--- src/rtl/rtc_shadow_regs.sv ---
`timescale 1ns/1ps
module rtc_shadow_regs #(
  parameter int ADDR_W = 6
) (
  input  logic              clk,
  input  logic              rst_n,
  input  logic [ADDR_W-1:0] bus_addr,
  input  logic [7:0]        bus_wdata,
  input  logic              bus_wr,
  input  logic              bus_rd,
  output logic [7:0]        bus_rdata,
  input  logic              tick_100hz,
  input  logic [63:0]       cnt_time_i,
  output logic              cnt_load_o,
  output logic [63:0]       cnt_load_data_o,
  output logic              osc_run_o
);
  localparam int DEPTH   = 1 << ADDR_W;
  localparam int N_SLOT  = 8;
  localparam logic [ADDR_W-1:0] CMD_ADDR = ADDR_W'(11);
  localparam logic [ADDR_W-1:0] MON_ADDR = ADDR_W'(9);
  localparam logic [ADDR_W-1:0] SLOT_ADDR [N_SLOT] = '{
    ADDR_W'(0), ADDR_W'(1), ADDR_W'(2), ADDR_W'(4),
    ADDR_W'(6), ADDR_W'(8), ADDR_W'(9), ADDR_W'(10)};

  function automatic logic [7:0] rd_mask(input logic [ADDR_W-1:0] a);
    case (a)
      ADDR_W'(1), ADDR_W'(2), ADDR_W'(4): rd_mask = 8'h7F;
      ADDR_W'(6):                         rd_mask = 8'h07;
      ADDR_W'(8):                         rd_mask = 8'h3F;
      ADDR_W'(9):                         rd_mask = 8'hDF;
      default:                            rd_mask = 8'hFF;
    endcase
  endfunction

  function automatic logic [7:0] xfer_mask(input logic [ADDR_W-1:0] a);
    xfer_mask = (a == MON_ADDR) ? 8'h1F : rd_mask(a);
  endfunction

  function automatic logic is_time(input logic [ADDR_W-1:0] a);
    is_time = 1'b0;
    for (int k = 0; k < N_SLOT; k++)
      if (SLOT_ADDR[k] == a) is_time = 1'b1;
  endfunction

  logic [7:0] mem [DEPTH];
  logic       dirty;
  logic       te;
  logic       do_xfer;
  logic       load_set;

  assign te        = mem[CMD_ADDR][7];
  assign osc_run_o = ~mem[MON_ADDR][7];
  assign do_xfer   = tick_100hz & te & osc_run_o & ~cnt_load_o;
  assign load_set  = bus_wr & (bus_addr == CMD_ADDR) & bus_wdata[7] & ~te & dirty;

  always_ff @(posedge clk or negedge rst_n) begin
    if (!rst_n) begin
      for (int i = 0; i < DEPTH; i++) mem[i] <= '0;
    end else begin
      if (do_xfer)
        for (int k = 0; k < N_SLOT; k++)
          mem[SLOT_ADDR[k]] <= (mem[SLOT_ADDR[k]] & ~xfer_mask(SLOT_ADDR[k]))
                             | (cnt_time_i[k*8 +: 8] & xfer_mask(SLOT_ADDR[k]));
      if (bus_wr)
        mem[bus_addr] <= bus_wdata & rd_mask(bus_addr);
    end
  end

  always_ff @(posedge clk or negedge rst_n) begin
    if (!rst_n) begin
      dirty      <= 1'b0;
      cnt_load_o <= 1'b0;
      bus_rdata  <= '0;
    end else begin
      cnt_load_o <= load_set;
      if (load_set)
        dirty <= 1'b0;
      else if (bus_wr && is_time(bus_addr) && !te)
        dirty <= 1'b1;
      if (bus_rd)
        bus_rdata <= mem[bus_addr];
    end
  end

  for (genvar k = 0; k < N_SLOT; k++) begin : g_load
    assign cnt_load_data_o[k*8 +: 8] = mem[SLOT_ADDR[k]];
  end
endmodule


--- config.mk ---
export PLATFORM = sky130hd
export DESIGN_NAME = rtc_shadow_regs
export DESIGN_NICKNAME = d
export VERILOG_FILES = /design/src/rtl/rtc_shadow_regs.sv
export SDC_FILE = /design/constraint.sdc
export NUM_CORES = 1
export LEC_CHECK = 0
export ABC_CLOCK_PERIOD_IN_PS = 3700
export BUFFER_PORTS_ARGS = -buffer_cell sky130_fd_sc_hd__buf_2
export CAP_MARGIN = 40
export CELL_PAD_IN_SITES_DETAIL_PLACEMENT = 1
export CELL_PAD_IN_SITES_GLOBAL_PLACEMENT = 1
export CORE_MARGIN = 10
export CORE_UTILIZATION = 40
export CTS_CLUSTER_DIAMETER = 40
export CTS_CLUSTER_SIZE = 12
export DETAILED_ROUTE_END_ITERATION = 8
export PLACE_DENSITY_LB_ADDON = 0.1
export SLEW_MARGIN = 5
export SYNTH_ARGS = -nofsm -noshare
export SYNTH_HDL_FRONTEND = slang
export SYNTH_SLANG_ARGS = --single-unit
--- constraint.sdc ---
create_clock -name clk -period 3.7 [get_ports clk]
set_clock_uncertainty 0.1 [all_clocks]
set_input_delay 0.74 -clock clk [delete_from_list [all_inputs] [get_ports clk]]
set_output_delay 0.74 -clock clk [all_outputs]
set_load 0.005 [all_outputs]
==> summary.log, run 1 <==
INFO  worst_hold_path worst_hold_path.endpoint=cnt_load_data_o[10]$_DFF_PN0_
INFO  clock_tree     cts_inserted_buffers=93
INFO  timing         final_tns_setup=0ns
INFO  timing         worst_hold_slack=0.315ns
INFO  global_routing globalRoute.totalOverflow=0
INFO  global_routing grt_first_pass_wirelength=118,000microns
INFO  final_layout   non_filler_instance_count_after_layout=3,094
INFO  final_layout   finalNetCount=2,313
INFO  global_routing grt_pass1_vias=18,600
INFO  placement      place_hpwl=51,400microns
INFO  detailed_routing detail_route.iter0.violations=968
INFO  timing         setup_viol_count_final=0
INFO  worst_hold_path hold_path_start=cnt_time_i[10]
INFO  global_routing grt_max_degree=82
INFO  critical_path  path_class=primary input to flop
INFO  clock_tree     cts_tree=done
INFO  status         run_status=complete, no violations
INFO  clock_tree     clkLatencyLatePin=0.64ns
INFO  timing         final-max-slew-violation-count=0
INFO  timing         fmax=354MHz
INFO  clock_tree     clk_transition_reported_paths=0.06ns
INFO  detailed_routing dr_total_vias=17,000
INFO  critical_path  crit_fanout=46
INFO  pwr            max-vdd-ir-drop=0.395mV
INFO  floorplan      core_area=60,600squm
INFO  yosys          post_synth_main_area_contributors=dfrtp_1, mux4_2, mux2_2
INFO  placement      placed_area=26,100squm
INFO  detailed_routing route.detailed.wl_per_inst=24.6microns
INFO  critical_path  worst_reg2reg_path_startpoint=cnt_load_data_o[19]$_DFF_PN0_
INFO  yosys          postSynthNetCount=2,190
INFO  yosys          ys_dominant_reg_cell=dfrtp_1
INFO  floorplan      die-area=71,700squm
INFO  timing         final.period_utilization=76.3%
INFO  timing         max-slew-margin-rel=47.9%
INFO  final_layout   final_layout_size_suffix_gt1_share=33.8%
INFO  floorplan      placementRows=90
INFO  final_layout   area.growth.synth_to_final=20.1%
INFO  final_layout   final.fill_count=6,289
INFO  placement      port-buffer-count=143
INFO  pwr            power=19.3mW
INFO  critical_path  worstReg2RegEnd=bus_rdata[3]$_DFFE_PN0P_
INFO  clock_tree     cts_hold_buf=1
INFO  yosys          count_of_state_elements_after_synthesis=522
INFO  critical_path  cp-end-kind=flop
INFO  yosys          async_flop_share=100%
INFO  global_routing grt.total_usage=21.7%
INFO  clock_tree     postCtsResizedCells=0
INFO  floorplan      chipHeight=268microns
INFO  yosys          syn-cell-area=24,600squm
INFO  timing         timing.final.crit_period=2.82ns
INFO  detailed_routing remaining_drc_errors=0
INFO  timing         final_hold_viols=0
INFO  placement      place_congestion=0.833
INFO  detailed_routing antenna_violating_nets_post_route=0
INFO  clock_tree     clk_root_buffer_cell=clkbuf_16
INFO  critical_path  timing.critical_path.arrival=3.23ns
INFO  global_routing antenna_found_initial=3
INFO  clock_tree     post-cts-setup-buffer-count=0
INFO  detailed_routing route.detailed.vias_per_inst=5.50
INFO  job            max-cap-violations=0
INFO  detailed_routing drt-total-wl=76,100microns
INFO  detailed_routing firstDrtPassIters=5
INFO  critical_path  critical_path_required=4.10ns
INFO  critical_path  ff2ff_setup_slack=1.42ns
INFO  clock_tree     cts_buffer_depth=3
INFO  yosys          synth_edf_count=0
INFO  pwr            leakagePower=13.5nW
INFO  pwr            power_per_cell_area=655nW/um^2
INFO  yosys          syn_avg_cell_area=11.7squm
INFO  yosys          post_synth_num_cell_types=53
INFO  critical_path  rr_worst_depth=4
INFO  worst_hold_path hp-class=primary input to flop
INFO  timing         grt_setup_unrepaired=false
INFO  yosys          synth.yosys.seq_area_share=53.2%
INFO  critical_path  worst_setup_path_start_kind=primary input
INFO  floorplan      die_width=268microns
INFO  yosys          synth_top_area_share=53.2%
INFO  yosys          yosysTopAreaCell=dfrtp_1
INFO  timing         worst_pin_slew=0.781ns
INFO  final_layout   finalInstanceArea=29,500squm
INFO  placement      place_inst=2,916
INFO  worst_hold_path holdPathStages=3
INFO  clock_tree     clock_tree.htree_level_count=3
INFO  floorplan      io_pins=157
INFO  clock_tree     clock-sinks=522
INFO  floorplan      initial_utilization=40.5%
INFO  yosys          yosys_warn_count=0
INFO  yosys          post_synth_inst_count=2,107
==> how the worst max path moves through the flow <==
| stage | depth (start not counted) | end | from |
|---|---|---|---|
| 2_1_floorplan | 8 | bus_rdata[5]$_DFFE_PN0P_ | bus_addr[1] |
| 3_3_place_gp | 6 | mem[329]$_DFFE_PN0P_ | bus_addr[1] |
| 3_5_place_dp | 6 | mem[330]$_DFFE_PN0P_ | bus_addr[1] |
| 4_1_cts | 6 | mem[328]$_DFFE_PN0P_ | bus_addr[1] |
| 5_1_grt | 6 | mem[328]$_DFFE_PN0P_ | bus_addr[1] |
| 6_report | 6 | mem[328]$_DFFE_PN0P_ | bus_addr[1] |
==> placed cells by master (no fill, tap or decap), types with 4 or more instances in the layout <==
cell          n
a2111oi_0     4
a211oi_1      8
a21oi_1      35
a22oi_1       8
a311oi_1      4
and2_1       15
buf_12       14
buf_2       139
buf_4       113
bufinv_16    14
clkbuf_16    94
clkbuf_8     16
clkinv_2     12
clkinv_4      4
clkinv_8      4
clkinvlp_4   16
dfrtp_1     522
inv_6        11
mux2_2      207
mux2i_1      68
mux4_2      112
nand2_1     396
nand2b_1      7
nand3_1      18
nand4_1       8
nor2_1       53
nor2_2        4
nor2b_1      22
nor3_1        7
o2111ai_1     4
o21ai_0     270
o21ai_1      38
o22ai_1       4
o31ai_1       4
o32a_1        4
o41ai_1       5
==> state kept, by name, summed over array words and instances (netlist names) <==
register         cells
cnt_load_o           1
bus_rdata            8
cnt_load_data_o     64
mem                448
dirty                1
==> critical path, cell delays in order <==
cell      delay (ns)
clkbuf_8        0.50
buf_12          0.26
nand2b_1        0.13
nor2_1          0.57
nand2_1         0.53
mux2_2          0.42
==> metrics by stage <==
step / util [%] / setup slack, ns
after floorplan: - / 1.22
final: 48.7 / 0.875
after CTS: 48.7 / 0.946
after detailed placement: 43.0 / 0.288
after global routing: 48.7 / 0.814
after global placement: 42.9 / -0.278
==> where the power goes <==
| part | internal, mW | switching [mW] | total [mW] |
|---|---|---|---|
| Clock | 6.00 | 3.21 | 9.21 |
| Combinational | 1.40 | 1.41 | 2.80 |
| Sequential | 6.65 | 0.655 | 7.31 |
| Total | 14.0 | 5.27 | 19.3 |
==> per-layer routing <==
metal,GRT usage (%),wire [microns],up-vias
li1,-,-,7660
met1,28.9,34300,8917
met2,36.2,36900,328
met3,3.60,3230,103
met4,5.85,1680,2
met5,0,17,-
==> final cells by class <==
type                            instances  area [sq um]  area share (%)
Inverter                                1          3.75          0.0127
Timing Repair Buffer                  272          1900            6.43
Antenna cell                            2          5.00          0.0170
Multi-Input combinational cell       1340         10100            34.3
Tap cell                              782           978            3.32
Sequential cell                       522         13100            44.3
Clock inverter                         65           861            2.92
Clock buffer                          110          2560            8.69
==> cells by family (layout without fill, tap and decap cells) <==
| kind of cell | count (synthesis) | count (layout) | share of synthesized area (%) |
|---|---|---|---|
| simple gates | 548 | 548 | 9.41 |
| flops | 522 | 522 | 53.2 |
| compound gates | 404 | 404 | 9.05 |
| mux | 388 | 388 | 22.6 |
| buf+inv | 245 | 448 | 5.77 |
| other cells | 0 | 2 | 0 |
==> synthesized netlist by cell type, types with 3 or more instances <==
cell,instances
buf_6,15
a211oi_1,8
nand4_1,8
nor2b_1,22
a311oi_1,4
o22ai_1,4
o21ai_0,270
o31ai_1,4
a221o_1,3
nor3_1,7
nor2_2,4
mux2_2,207
and3_1,3
clkbuf_1,101
o21ai_1,40
mux2i_1,68
o2111ai_1,4
buf_4,80
buf_1,4
buf_2,42
a21oi_1,35
nand2_1,398
and2_1,15
a2111oi_0,4
nand2b_1,7
o41ai_1,5
nand3_1,18
nor2_1,53
mux4_2,112
dfrtp_1,522
o32a_1,4
a22oi_1,8
No activity file was read; power rests on OpenSTA's default activity.
==> inputs of run 2 (changes only) <==
--- a/config.mk
+++ b/config.mk
@@ -5,7 +5,7 @@
 export SDC_FILE = /design/constraint.sdc
 export NUM_CORES = 1
 export LEC_CHECK = 0
-export ABC_CLOCK_PERIOD_IN_PS = 3700
+export ABC_CLOCK_PERIOD_IN_PS = 2930
 export BUFFER_PORTS_ARGS = -buffer_cell sky130_fd_sc_hd__buf_2
 export CAP_MARGIN = 40
 export CELL_PAD_IN_SITES_DETAIL_PLACEMENT = 1
==> constraint.sdc (replaced) <==
create_clock -name clk -period 2.93 [get_ports clk]
set_clock_uncertainty 0.1 [all_clocks]
set_input_delay 0.586 -clock clk [delete_from_list [all_inputs] [get_ports clk]]
set_output_delay 0.586 -clock clk [all_outputs]
set_load 0.005 [all_outputs]
==> run 2 against run 1 <==
Effect of this change:
- die area is the same
- power grew 20%
- sequential share of layout area shrank 0.18 points
- setup slack lost 0.38 ns
- register-to-register slack lost 0.69 ns
- critical endpoint is now mem[175]$_DFFE_PN0P_
- global-route usage is essentially flat
- largest cell class unchanged
- worst hold slack lost 0.15 ns
- first-iteration DRC count grew 0.21%
- routed wire length grew 0.64%
- critical path depth grew 3
- combinational power grew 31%
- final cell count grew 1.3%
==> summary.log, run 2 (synthesis results as in run 1) <==
INFO  status         run_status=complete, no violations
INFO  clock_tree     clock_tree.htree_level_count=3
INFO  worst_hold_path hp-class=primary input to flop
INFO  detailed_routing dr_total_vias=17,100
INFO  critical_path  timing.critical_path.arrival=2.83ns
INFO  critical_path  cp.buffers_inverters=4
INFO  detailed_routing detail_route.iter0.violations=970
INFO  critical_path  rr_worst_depth=5
INFO  final_layout   num_antenna_cells=0
INFO  timing         timing.final.crit_period=2.43ns
INFO  global_routing grt_first_pass_wirelength=118,000microns
INFO  pwr            switching_power=6.40mW
INFO  global_routing grt_pass1_vias=18,700
INFO  detailed_routing firstDrtPassIters=4
INFO  final_layout   area.growth.synth_to_final=20.6%
INFO  detailed_routing drt-total-wl=76,600microns
INFO  final_layout   final_layout_size_suffix_gt1_share=34.5%
INFO  critical_path  critPathSlowestCell=nor2_1
INFO  detailed_routing route.detailed.wl_per_inst=24.5microns
INFO  critical_path  cell_by_cell_listing_of_the_critical_path=clkbuf_8 -> buf_12 -> buf_4 -> nand2b_1 -> nor2_1 -> nand2_1 -> buf_4 -> nand2_1 -> o21ai_0
INFO  detailed_routing remaining_drc_errors=0
INFO  floorplan      initial_utilization=40.5%
INFO  global_routing grt.total_usage=21.7%
INFO  clock_tree     cts_buffer_depth=3
INFO  timing         grt_setup_unrepaired=false
INFO  timing         fmax=411MHz
INFO  timing         final_tns_setup=0ns
INFO  pwr            clockPowerShare=44.1%
INFO  pwr            combPwrFrac=15.9%
INFO  final_layout   registers.top_by_ff_count=mem
INFO  clock_tree     post-cts-setup-buffer-count=0
INFO  clock_tree     postCtsResizedCells=0
INFO  placement      port-buffer-count=143
INFO  clock_tree     clk_root_buffer_cell=clkbuf_16
INFO  timing         final-max-slew-violation-count=0
INFO  critical_path  crit_path_depth=9
INFO  global_routing gr-usage-met2=36.1%
INFO  floorplan      io_pins=157
INFO  critical_path  critical_path_required=3.33ns
INFO  floorplan      core_area=60,600squm
INFO  placement      worst_setup_slack_before_clock_tree_synthesis=-0.0860ns
INFO  critical_path  slowest_delay=0.49ns
INFO  final_layout   layout.cells.most_common=dfrtp_1
INFO  clock_tree     clkLatencyLatePin=0.64ns
INFO  critical_path  worst_setup_path_start_kind=primary input
INFO  critical_path  cp_top_family=simple AND/OR/NAND/NOR gates
INFO  global_routing met3_usage=4.31%
INFO  timing         final_hold_viols=0
INFO  detailed_routing antenna_violating_nets_post_route=0
INFO  floorplan      die-area=71,700squm
INFO  pwr            leakagePower=13.6nW
INFO  global_routing antenna_found_initial=2
INFO  timing         max-slew-margin-rel=53.0%
INFO  pwr            max-vdd-ir-drop=0.435mV
INFO  critical_path  path_class=primary input to flop
INFO  job            max-cap-violations=0
INFO  final_layout   finalNetCount=2,362
INFO  timing         final.period_utilization=83.1%
INFO  clock_tree     cts_tree=done
INFO  clock_tree     clk_transition_reported_paths=0.05ns
INFO  placement      place_congestion=0.829
INFO  floorplan      die_width=268microns
INFO  floorplan      placementRows=90
INFO  placement      place_hpwl=53,000microns
INFO  critical_path  cp-end-kind=flop
INFO  detailed_routing route.detailed.vias_per_inst=5.46
INFO  clock_tree     cts_inserted_buffers=91
INFO  pwr            p_sw_share=27.7%
INFO  clock_tree     clock-sinks=522
INFO  worst_hold_path holdPathStages=3
INFO  global_routing grt_max_degree=94
INFO  timing         worst_pin_slew=0.705ns
INFO  global_routing globalRoute.totalOverflow=0
INFO  pwr            p_int=16.7mW
INFO  timing         setup_viol_count_final=0
INFO  floorplan      chipHeight=268microns
INFO  final_layout   layout_common_cells=dfrtp_1, nand2_1, o21ai_0
INFO  pwr            power_per_cell_area=780nW/um^2
INFO  global_routing grt_use_met1=28.5%
INFO  pwr            seq_power_share=40.0%
INFO  timing         worst_hold_slack=0.161ns
INFO  global_routing grt.busiest_layer=met2
INFO  timing         layout_setup_ws=0.495ns
INFO  final_layout   max_reg_flops=448
INFO  critical_path  crit_fanout=28
run 2: cell count changes in the layout (fill, tap and decap cells not counted), moves of 2 or more:
cell	delta
clkinv_4	+3
buf_12	+17
inv_6	-2
clkinvlp_4	-6
clkinv_2	+9
clkinv_8	-4
clkbuf_1	+9
diode_2	-2
clkbuf_8	-4
bufinv_16	-9
inv_8	-3
clkbuf_16	-3
buf_4	+35
run 2: cell type report:
class | instances | area [sq um]
Multi-Input combinational cell | 1340 | 10100
Sequential cell | 522 | 13100
Timing Repair Buffer | 323 | 2490
Fill cell | 6295 | 31000
Tap cell | 782 | 978
Clock buffer | 112 | 2470
Inverter | 1 | 3.75
Clock inverter | 53 | 490
run 2: what timing repair did:
| item | in CTS | in global routing |
|---|---|---|
| hold buffers | 1 | 0 |
| setup endpoints to repair | 0 | 0 |
| endpoints found under the hold margin | 43 | 0 |
run 2: worst paths after layout:
| kind | start | to | slack [ns] |
|---|---|---|---|
| worst min-delay path | cnt_time_i[49] | cnt_load_data_o[49]$_DFF_PN0_ | 0.16 |
| worst min register to register | mem[414]$_DFFE_PN0P_ | mem[414]$_DFFE_PN0P_ | 0.38 |
| max in group asynchronous | rst_n | mem[10]$_DFFE_PN0P_ | 1.42 |
| min in group asynchronous | rst_n | cnt_load_data_o[21]$_DFF_PN0_ | 0.37 |
| worst max register to register | cnt_load_data_o[51]$_DFF_PN0_ | bus_rdata[3]$_DFFE_PN0P_ | 0.73 |
| worst max-delay path | bus_addr[1] | mem[175]$_DFFE_PN0P_ | 0.50 |
run 2: power by group through the flow:
stage / clock network [mW] / logic, mW / registers [mW]
5_1_grt: 10.8 / 4.05 / 9.37
6_report: 10.2 / 3.67 / 9.24
3_5_place_dp: 0 / 3.72 / 9.34
3_3_place_gp: 0 / 3.63 / 9.26
4_1_cts: 10.4 / 3.75 / 9.24
2_1_floorplan: 0 / 2.68 / 8.96
run 2: worst min-delay path, delay by kind of cell:
family / cells / cell delay [ns]
buf+inv: 1 / 0.08
compound gates: 1 / 0.13
mux: 1 / 0.06
run 2: through the flow:
step	cell area [sq um]	power, mW	cells	utilization, %
finish	29600	23.1	3133	48.9
global route	29600	24.2	3133	48.9
CTS	29600	23.4	3133	48.9
detailed placement	26600	13.1	2967	44.0
global placement	26600	12.9	2967	44.0
floorplan	24600	11.6	2107	-
run 2: routing by layer:
metal	wire length, microns	up-vias	share of wire (%)
li1	-	7763	-
met1	33800	8903	44
met2	37200	339	49
met3	4040	91	5.3
met4	1480	4	1.9
met5	21	-	0.027
